==> src/rtl/spi_fe_pkg.sv <==
package spi_fe_pkg;

    typedef enum logic [1:0] {
        SESS_IDLE   = 2'd0,
        SESS_LIVE   = 2'd1,
        SESS_PAUSED = 2'd2
    } sess_e;

    typedef struct packed {
        logic rise;
        logic fall;
    } edges_t;

    localparam int unsigned SYNC_MIN_STAGES = 2;

    function automatic edges_t find_edges(input logic now_lvl, input logic prev_lvl);
        edges_t e;
        e.rise = now_lvl & ~prev_lvl;
        e.fall = ~now_lvl & prev_lvl;
        return e;
    endfunction

endpackage

==> src/rtl/spi_fe_sync.sv <==
module spi_fe_sync #(
    parameter int unsigned STAGES  = 2,
    parameter logic        RST_VAL = 1'b0
) (
    input  logic clk,
    input  logic rst,
    input  logic d_i,
    output logic q_o
);
    logic [STAGES-1:0] chain;

    always_ff @(posedge clk) begin
        if (rst) begin
            chain <= {STAGES{RST_VAL}};
        end else begin
            chain <= {chain[STAGES-2:0], d_i};
        end
    end

    assign q_o = chain[STAGES-1];
endmodule

==> src/rtl/spi_fe_session.sv <==
module spi_fe_session
    import spi_fe_pkg::*;
(
    input  logic  clk,
    input  logic  rst,
    input  logic  sck_lvl,
    input  logic  holdn_lvl,
    input  logic  cs_fall,
    input  logic  cs_rise,
    input  logic  bit_aligned,
    output sess_e state_o,
    output logic  start_o,
    output logic  frame_end_o,
    output logic  frame_aligned_o
);
    sess_e state_q;
    sess_e state_n;

    assign start_o = cs_fall & holdn_lvl;

    always_comb begin
        state_n = state_q;
        unique case (state_q)
            SESS_IDLE: begin
                if (start_o) state_n = SESS_LIVE;
            end
            SESS_LIVE: begin
                if (cs_rise) state_n = SESS_IDLE;
                else if (!sck_lvl && !holdn_lvl) state_n = SESS_PAUSED;
            end
            SESS_PAUSED: begin
                if (cs_rise) state_n = SESS_IDLE;
                else if (!sck_lvl && holdn_lvl) state_n = SESS_LIVE;
            end
            default: state_n = SESS_IDLE;
        endcase
    end

    always_ff @(posedge clk) begin
        if (rst) begin
            state_q         <= SESS_IDLE;
            frame_end_o     <= 1'b0;
            frame_aligned_o <= 1'b0;
        end else begin
            state_q     <= state_n;
            frame_end_o <= 1'b0;
            if (cs_rise && state_q != SESS_IDLE) begin
                frame_end_o     <= 1'b1;
                frame_aligned_o <= bit_aligned;
            end
        end
    end

    assign state_o = state_q;
endmodule

==> src/rtl/spi_fe_rx.sv <==
module spi_fe_rx #(
    parameter int unsigned DATA_W = 8,
    parameter int unsigned IDX_W  = 16
) (
    input  logic              clk,
    input  logic              rst,
    input  logic              start_i,
    input  logic              sample_i,
    input  logic              mosi_i,
    output logic              valid_o,
    output logic [DATA_W-1:0] data_o,
    output logic [IDX_W-1:0]  index_o,
    output logic              aligned_o
);
    localparam int unsigned BIT_W = (DATA_W > 1) ? $clog2(DATA_W) : 1;
    localparam logic [BIT_W-1:0] LAST_BIT = BIT_W'(DATA_W - 1);

    logic [DATA_W-1:0] sr_q;
    logic [DATA_W-1:0] sr_next;
    logic [BIT_W-1:0]  bitpos_q;
    logic [IDX_W-1:0]  count_q;

    assign sr_next = {sr_q[DATA_W-2:0], mosi_i};

    always_ff @(posedge clk) begin
        if (rst || start_i) begin
            sr_q     <= '0;
            bitpos_q <= '0;
            count_q  <= '0;
            valid_o  <= 1'b0;
            if (rst) begin
                data_o  <= '0;
                index_o <= '0;
            end
        end else begin
            valid_o <= 1'b0;
            if (sample_i) begin
                sr_q <= sr_next;
                if (bitpos_q == LAST_BIT) begin
                    bitpos_q <= '0;
                    valid_o  <= 1'b1;
                    data_o   <= sr_next;
                    index_o  <= count_q;
                    count_q  <= count_q + 1'b1;
                end else begin
                    bitpos_q <= bitpos_q + 1'b1;
                end
            end
        end
    end

    assign aligned_o = (bitpos_q == '0);
endmodule

==> src/rtl/spi_fe_tx.sv <==
module spi_fe_tx #(
    parameter int unsigned DATA_W = 8
) (
    input  logic              clk,
    input  logic              rst,
    input  logic              start_i,
    input  logic              sample_i,
    input  logic              shift_i,
    input  logic              boundary_i,
    input  logic [DATA_W-1:0] data_i,
    output logic              bit_o,
    output logic              load_o
);
    logic [DATA_W-1:0] sr_q;
    logic              consumed_q;

    always_ff @(posedge clk) begin
        if (rst) begin
            sr_q       <= '1;
            consumed_q <= 1'b0;
            load_o     <= 1'b0;
        end else begin
            load_o <= 1'b0;
            if (start_i) begin
                sr_q       <= data_i;
                consumed_q <= 1'b0;
                load_o     <= 1'b1;
            end else begin
                if (sample_i) consumed_q <= 1'b1;
                if (shift_i && consumed_q) begin
                    consumed_q <= 1'b0;
                    if (boundary_i) begin
                        sr_q   <= data_i;
                        load_o <= 1'b1;
                    end else begin
                        sr_q <= {sr_q[DATA_W-2:0], 1'b0};
                    end
                end
            end
        end
    end

    assign bit_o = sr_q[DATA_W-1];
endmodule

==> src/rtl/spi_target_frontend.sv <==
module spi_target_frontend
    import spi_fe_pkg::*;
#(
    parameter int unsigned DATA_W      = 8,
    parameter int unsigned IDX_W       = 16,
    parameter int unsigned SYNC_STAGES = 2
) (
    input  logic              clk,
    input  logic              rst,
    input  logic              sck_i,
    input  logic              csn_i,
    input  logic              mosi_i,
    input  logic              holdn_i,
    input  logic [DATA_W-1:0] tx_data_i,
    output logic              tx_load_o,
    output logic              miso_o,
    output logic              miso_oe_o,
    output logic              rx_valid_o,
    output logic [DATA_W-1:0] rx_data_o,
    output logic [IDX_W-1:0]  rx_index_o,
    output logic              frame_end_o,
    output logic              frame_aligned_o,
    output logic              hold_active_o
);
    localparam int unsigned NSIG  = 4;
    localparam int unsigned DEPTH = (SYNC_STAGES < SYNC_MIN_STAGES) ? SYNC_MIN_STAGES : SYNC_STAGES;
    // bit 0 sck, bit 1 chip select, bit 2 hold, bit 3 data in
    localparam logic [NSIG-1:0] IDLE_LVL = 4'b0110;

    logic [NSIG-1:0] raw;
    logic [NSIG-1:0] lvl;

    assign raw = {mosi_i, holdn_i, csn_i, sck_i};

    for (genvar g = 0; g < NSIG; g++) begin : g_sync
        spi_fe_sync #(
            .STAGES  (DEPTH),
            .RST_VAL (IDLE_LVL[g])
        ) sync_i (
            .clk (clk),
            .rst (rst),
            .d_i (raw[g]),
            .q_o (lvl[g])
        );
    end

    logic sck_s, csn_s, holdn_s, mosi_s;
    assign sck_s   = lvl[0];
    assign csn_s   = lvl[1];
    assign holdn_s = lvl[2];
    assign mosi_s  = lvl[3];

    logic sck_d, csn_d;
    always_ff @(posedge clk) begin
        if (rst) begin
            sck_d <= IDLE_LVL[0];
            csn_d <= IDLE_LVL[1];
        end else begin
            sck_d <= sck_s;
            csn_d <= csn_s;
        end
    end

    edges_t sck_e, csn_e;
    assign sck_e = find_edges(sck_s, sck_d);
    assign csn_e = find_edges(csn_s, csn_d);

    sess_e sess_state;
    logic  sess_start;
    logic  bit_aligned;
    logic  live;
    logic  rx_sample;
    logic  tx_shift_ev;
    logic  tx_bit;

    spi_fe_session session_i (
        .clk             (clk),
        .rst             (rst),
        .sck_lvl         (sck_s),
        .holdn_lvl       (holdn_s),
        .cs_fall         (csn_e.fall),
        .cs_rise         (csn_e.rise),
        .bit_aligned     (bit_aligned),
        .state_o         (sess_state),
        .start_o         (sess_start),
        .frame_end_o     (frame_end_o),
        .frame_aligned_o (frame_aligned_o)
    );

    assign live        = (sess_state == SESS_LIVE);
    assign rx_sample   = live & sck_e.rise;
    assign tx_shift_ev = live & sck_e.fall;

    spi_fe_rx #(
        .DATA_W (DATA_W),
        .IDX_W  (IDX_W)
    ) rx_i (
        .clk       (clk),
        .rst       (rst),
        .start_i   (sess_start),
        .sample_i  (rx_sample),
        .mosi_i    (mosi_s),
        .valid_o   (rx_valid_o),
        .data_o    (rx_data_o),
        .index_o   (rx_index_o),
        .aligned_o (bit_aligned)
    );

    spi_fe_tx #(
        .DATA_W (DATA_W)
    ) tx_i (
        .clk        (clk),
        .rst        (rst),
        .start_i    (sess_start),
        .sample_i   (rx_sample),
        .shift_i    (tx_shift_ev),
        .boundary_i (bit_aligned),
        .data_i     (tx_data_i),
        .bit_o      (tx_bit),
        .load_o     (tx_load_o)
    );

    assign miso_oe_o     = live & ~csn_s;
    assign miso_o        = miso_oe_o & tx_bit;
    assign hold_active_o = (sess_state == SESS_PAUSED);
endmodule

==> config.mk <==
export PLATFORM = sky130hd
export DESIGN_NAME = spi_target_frontend
export DESIGN_NICKNAME = d
export VERILOG_FILES = /design/src/rtl/spi_fe_pkg.sv /design/src/rtl/spi_fe_sync.sv /design/src/rtl/spi_fe_session.sv /design/src/rtl/spi_fe_rx.sv /design/src/rtl/spi_fe_tx.sv /design/src/rtl/spi_target_frontend.sv
export SDC_FILE = /design/constraint.sdc
export NUM_CORES = 1
export LEC_CHECK = 0
export BUFFER_PORTS_ARGS = -buffer_cell sky130_fd_sc_hd__buf_4
export CAP_MARGIN = 10
export CORE_ASPECT_RATIO = 1.1
export CORE_MARGIN = 2
export CORE_UTILIZATION = 50
export CTS_CLUSTER_SIZE = 25
export DETAILED_ROUTE_END_ITERATION = 10
export PLACE_DENSITY = 0.74
export SETUP_SLACK_MARGIN = 0.2
export SYNTH_ARGS = -nofsm -noshare
export SYNTH_HDL_FRONTEND = slang
export SYNTH_SLANG_ARGS = --single-unit
==> constraint.sdc <==
create_clock -name clk -period 2.55 [get_ports clk]
set_input_delay 0.1275 -clock clk [delete_from_list [all_inputs] [get_ports clk]]
set_output_delay 0.1275 -clock clk [all_outputs]
set_load 0.02 [all_outputs]
==> flow_metrics.env <==
export IMPL_nNetsFinal=363
export IMPL_peakVddDrop_v=0.000401
export IMPL_final_layout_size_suffix_gt1_share_pct=22.3
export IMPL_dp_hpwl_mm=3.50
export IMPL_clock_sinks=75
export IMPL_cts_made_buffers=9
export IMPL_netlist_instances=293
export IMPL_drv_cap=0
export IMPL_ios=45
export IMPL_grt_pass1_vias=1920
export IMPL_grt_pass1_wl_mm=8.71
export IMPL_layout_min_cycle_time_ps=2100
export IMPL_fp_dieW_um=78.0
export IMPL_fin_crit_sh_pct=82.3
export IMPL_start_kind="flip-flop"
export IMPL_wl_per_cell_um=12.1
export IMPL_vias_per_cell=5.03
export IMPL_htreeDepth=3
export IMPL_placeableCoreArea_um2=5810
export IMPL_relSlewSlack_pct=29.4
export IMPL_syn_nets=311
export IMPL_area_growth_pct=20.5
export IMPL_register_area_um2=1740
export IMPL_clock_root_buffer="clkbuf_8"
export IMPL_final_antenna_net_count=0
export IMPL_worstMarginPinSlew_ps=1050
export IMPL_rows=29
export IMPL_skew_ps=6.84
export IMPL_grt_max_degree=28
export IMPL_die_h_um=85.4
export IMPL_antenna_found_initial=0
export IMPL_avgSynthCellArea_um2=10.3
export IMPL_multi_input_area_um2=1190
export IMPL_yosysSeqAreaShare_pct=57.8
export IMPL_final_setup_tns_ps=0
export IMPL_drt_pass1_iterations=4
export IMPL_rsz0062_at_grt="false"
export IMPL_initial_core_util_pct=51.9
export IMPL_clk_latency_ps=340
export IMPL_final_common_cell="dfxtp_1"
export IMPL_vias=2148
export IMPL_dieArea_um2=6670
export IMPL_clockBufferDepth=2
export IMPL_crit_required_ps=2780
export IMPL_power_total_mw=2.15
export IMPL_synth_distinct_cells=42
export IMPL_p_leak_nw=1.46
export IMPL_path_clk_slew_ps=70
export IMPL_hold_path_class="in2reg"
export IMPL_utilization_pct=62.5
export IMPL_setup_violations=0
export IMPL_diodes=0
export IMPL_routed_wl_mm=5.16
export IMPL_slew_viol_final=0
export IMPL_max_clock_freq_mhz=477
export IMPL_drtIter0Drc=148
export IMPL_reg2reg_from="rx_i.bitpos_q[0]$_SDFFE_PP0P_"
export IMPL_worstSetupPathType="reg2reg"
export IMPL_grt_usage_pct=16.8
export IMPL_layout_common_cells="dfxtp_1, buf_4, nor2_1"
export IMPL_post_cts_buffers=0
export IMPL_syn_area_um2=3010
export IMPL_fillers=506
export IMPL_hp_start="rst"
export IMPL_finalHoldViolCount=0
export IMPL_cts_tree="built"
export IMPL_overflow=0
export IMPL_crit_arrival_ps=2330
export IMPL_p_per_area_nw_per_um2=591
export IMPL_numPortBuffers=44
export IMPL_gp_congestion=0.788
export IMPL_cp_startpoint="rx_i.bitpos_q[0]$_SDFFE_PP0P_"
export IMPL_yosysWarnings=0
export IMPL_status="finished, final reports clean"
export IMPL_synth_seq_cells=75
export IMPL_drc=0
export IMPL_end_kind="flip-flop"
export IMPL_cp_max_fo=7
-- final timing paths --
path | endpoint | slack, ps | cells past startpoint
worst max-delay path | rx_i.count_q[15]$_SDFFE_PP0P_ | 450 | 6
worst min-delay path | sck_d$_SDFF_PP0_ | 140 | 2
worst max register to register | rx_i.count_q[15]$_SDFFE_PP0P_ | 450 | 6
worst min register to register | g_sync[2].sync_i.chain[1]$_SDFF_PP1_ | 410 | 1
-- state kept, by name (all words and copies together) (netlist names) --
name and flops:
csn_d 1, g_sync.sync_i.chain 8, rx_i.bitpos_q 3, rx_i.count_q 16
rx_i.data_o 8, rx_i.index_o 16, rx_i.sr_q 7, rx_i.valid_o 1
sck_d 1, session_i.frame_aligned_o 1, session_i.frame_end_o 1, session_i.state_o 2
tx_i.consumed_q 1, tx_i.load_o 1, tx_i.sr_q 8
-- Yosys cell counts --
| library cell | n | share of area [%] |
|---|---|---|
| nand3_2 | 1 | 0.33 |
| and3b_1 | 1 | 0.29 |
| a31oi_1 | 1 | 0.21 |
| nand3_4 | 1 | 0.58 |
| nand2b_1 | 2 | 0.42 |
| a211o_1 | 1 | 0.29 |
| and2_1 | 24 | 5.0 |
| or2_2 | 5 | 1.0 |
| nand4_1 | 4 | 0.83 |
| xnor2_1 | 2 | 0.58 |
| or4_1 | 2 | 0.50 |
| a21oi_1 | 17 | 2.8 |
| dfxtp_1 | 51 | 34 |
| xor2_1 | 5 | 1.5 |
| and3_1 | 8 | 1.7 |
| mux2_2 | 4 | 1.5 |
| nand3_1 | 11 | 1.8 |
| a21o_1 | 1 | 0.25 |
| nor4_1 | 2 | 0.42 |
| and4_4 | 1 | 0.37 |
| buf_1 | 1 | 0.12 |
| o31ai_1 | 2 | 0.50 |
| nor3b_1 | 2 | 0.50 |
| buf_2 | 4 | 0.66 |
| o21bai_1 | 8 | 2.0 |
| nand3b_1 | 2 | 0.50 |
| mux2i_1 | 1 | 0.33 |
| nand4_4 | 1 | 0.71 |
| nand4bb_1 | 1 | 0.37 |
| nor2b_1 | 7 | 1.5 |
| clkbuf_1 | 7 | 0.87 |
| and4bb_1 | 1 | 0.42 |
| nor3_1 | 6 | 1.0 |
| inv_1 | 7 | 0.87 |
| edfxtp_1 | 24 | 24 |
| a211oi_1 | 2 | 0.50 |
| or3_1 | 2 | 0.42 |
| nand2_1 | 23 | 2.9 |
| buf_4 | 1 | 0.25 |
| o21ai_0 | 13 | 2.2 |
| nor2_1 | 30 | 3.7 |
| ha_1 | 4 | 1.7 |
-- cell type report --
| type | count | share of cell area (%) |
|---|---|---|
| well taps | 77 | 2.65 |
| inverters | 7 | 0.724 |
| repair buffers | 54 | 11.4 |
| clock inverters | 7 | 0.965 |
| flip-flops and latches | 75 | 48.0 |
| multi-input cells | 198 | 32.8 |
| clock buffers | 9 | 3.41 |
-- stage by stage --
| stage | hold slack [ps] | setup slack, ps | area [um2] | instances |
|---|---|---|---|---|
| floorplan | 199 | 592 | 3020 | 293 |
| global placement | 312 | 545 | 3430 | 407 |
| detailed placement | 315 | 461 | 3430 | 407 |
| CTS | 117 | 456 | 3630 | 427 |
| global route | 129 | 334 | 3630 | 427 |
| finish | 135 | 452 | 3630 | 427 |
-- report_power, final --
group	leakage (nW)	internal [mW]	total [mW]	switching, mW
logic	0.728	0.0618	0.140	0.0778
clock network	0.0836	0.339	0.736	0.398
registers	0.649	1.26	1.27	0.0118
total	1.46	1.66	2.15	0.487
-- metal layers --
| layer | vias to the layer above | wire length [um] | GRT usage [%] |
|---|---|---|---|
| met5 | - | 0 | 0 |
| met4 | 0 | 48 | 6.22 |
| li1 | 1121 | - | - |
| met3 | 4 | 206 | 5.43 |
| met1 | 979 | 2470 | 21.6 |
| met2 | 44 | 2430 | 26.6 |
-- repair_timing --
| action | 4_1_cts | 5_1_grt |
|---|---|---|
| resized for setup | 0 | 0 |
| endpoints found under the hold margin | 4 | 0 |
| hold buffers | 4 | 0 |
-- kinds of logic (layout without fill, tap and decap cells) --
logic type	count (synthesis)	in the layout	synth area share [%]
DFF	75	75	57.8
and+or+nand+nor	137	137	25.2
AOI/OAI and AO/OA	45	45	8.72
buffers and inverters	20	77	2.78
xor gates and xnor gates	7	7	2.03
adders and majority gates	4	4	1.66
muxes	5	5	1.83
-- critical path: stages (launching register included) --
cell and delay [ps]:
dfxtp_1 380, ha_1 170, ha_1 260, and2_1 280, nand3_2 180, nor4_1 350
mux2_2 370
(Power assumes the default switching activity.)
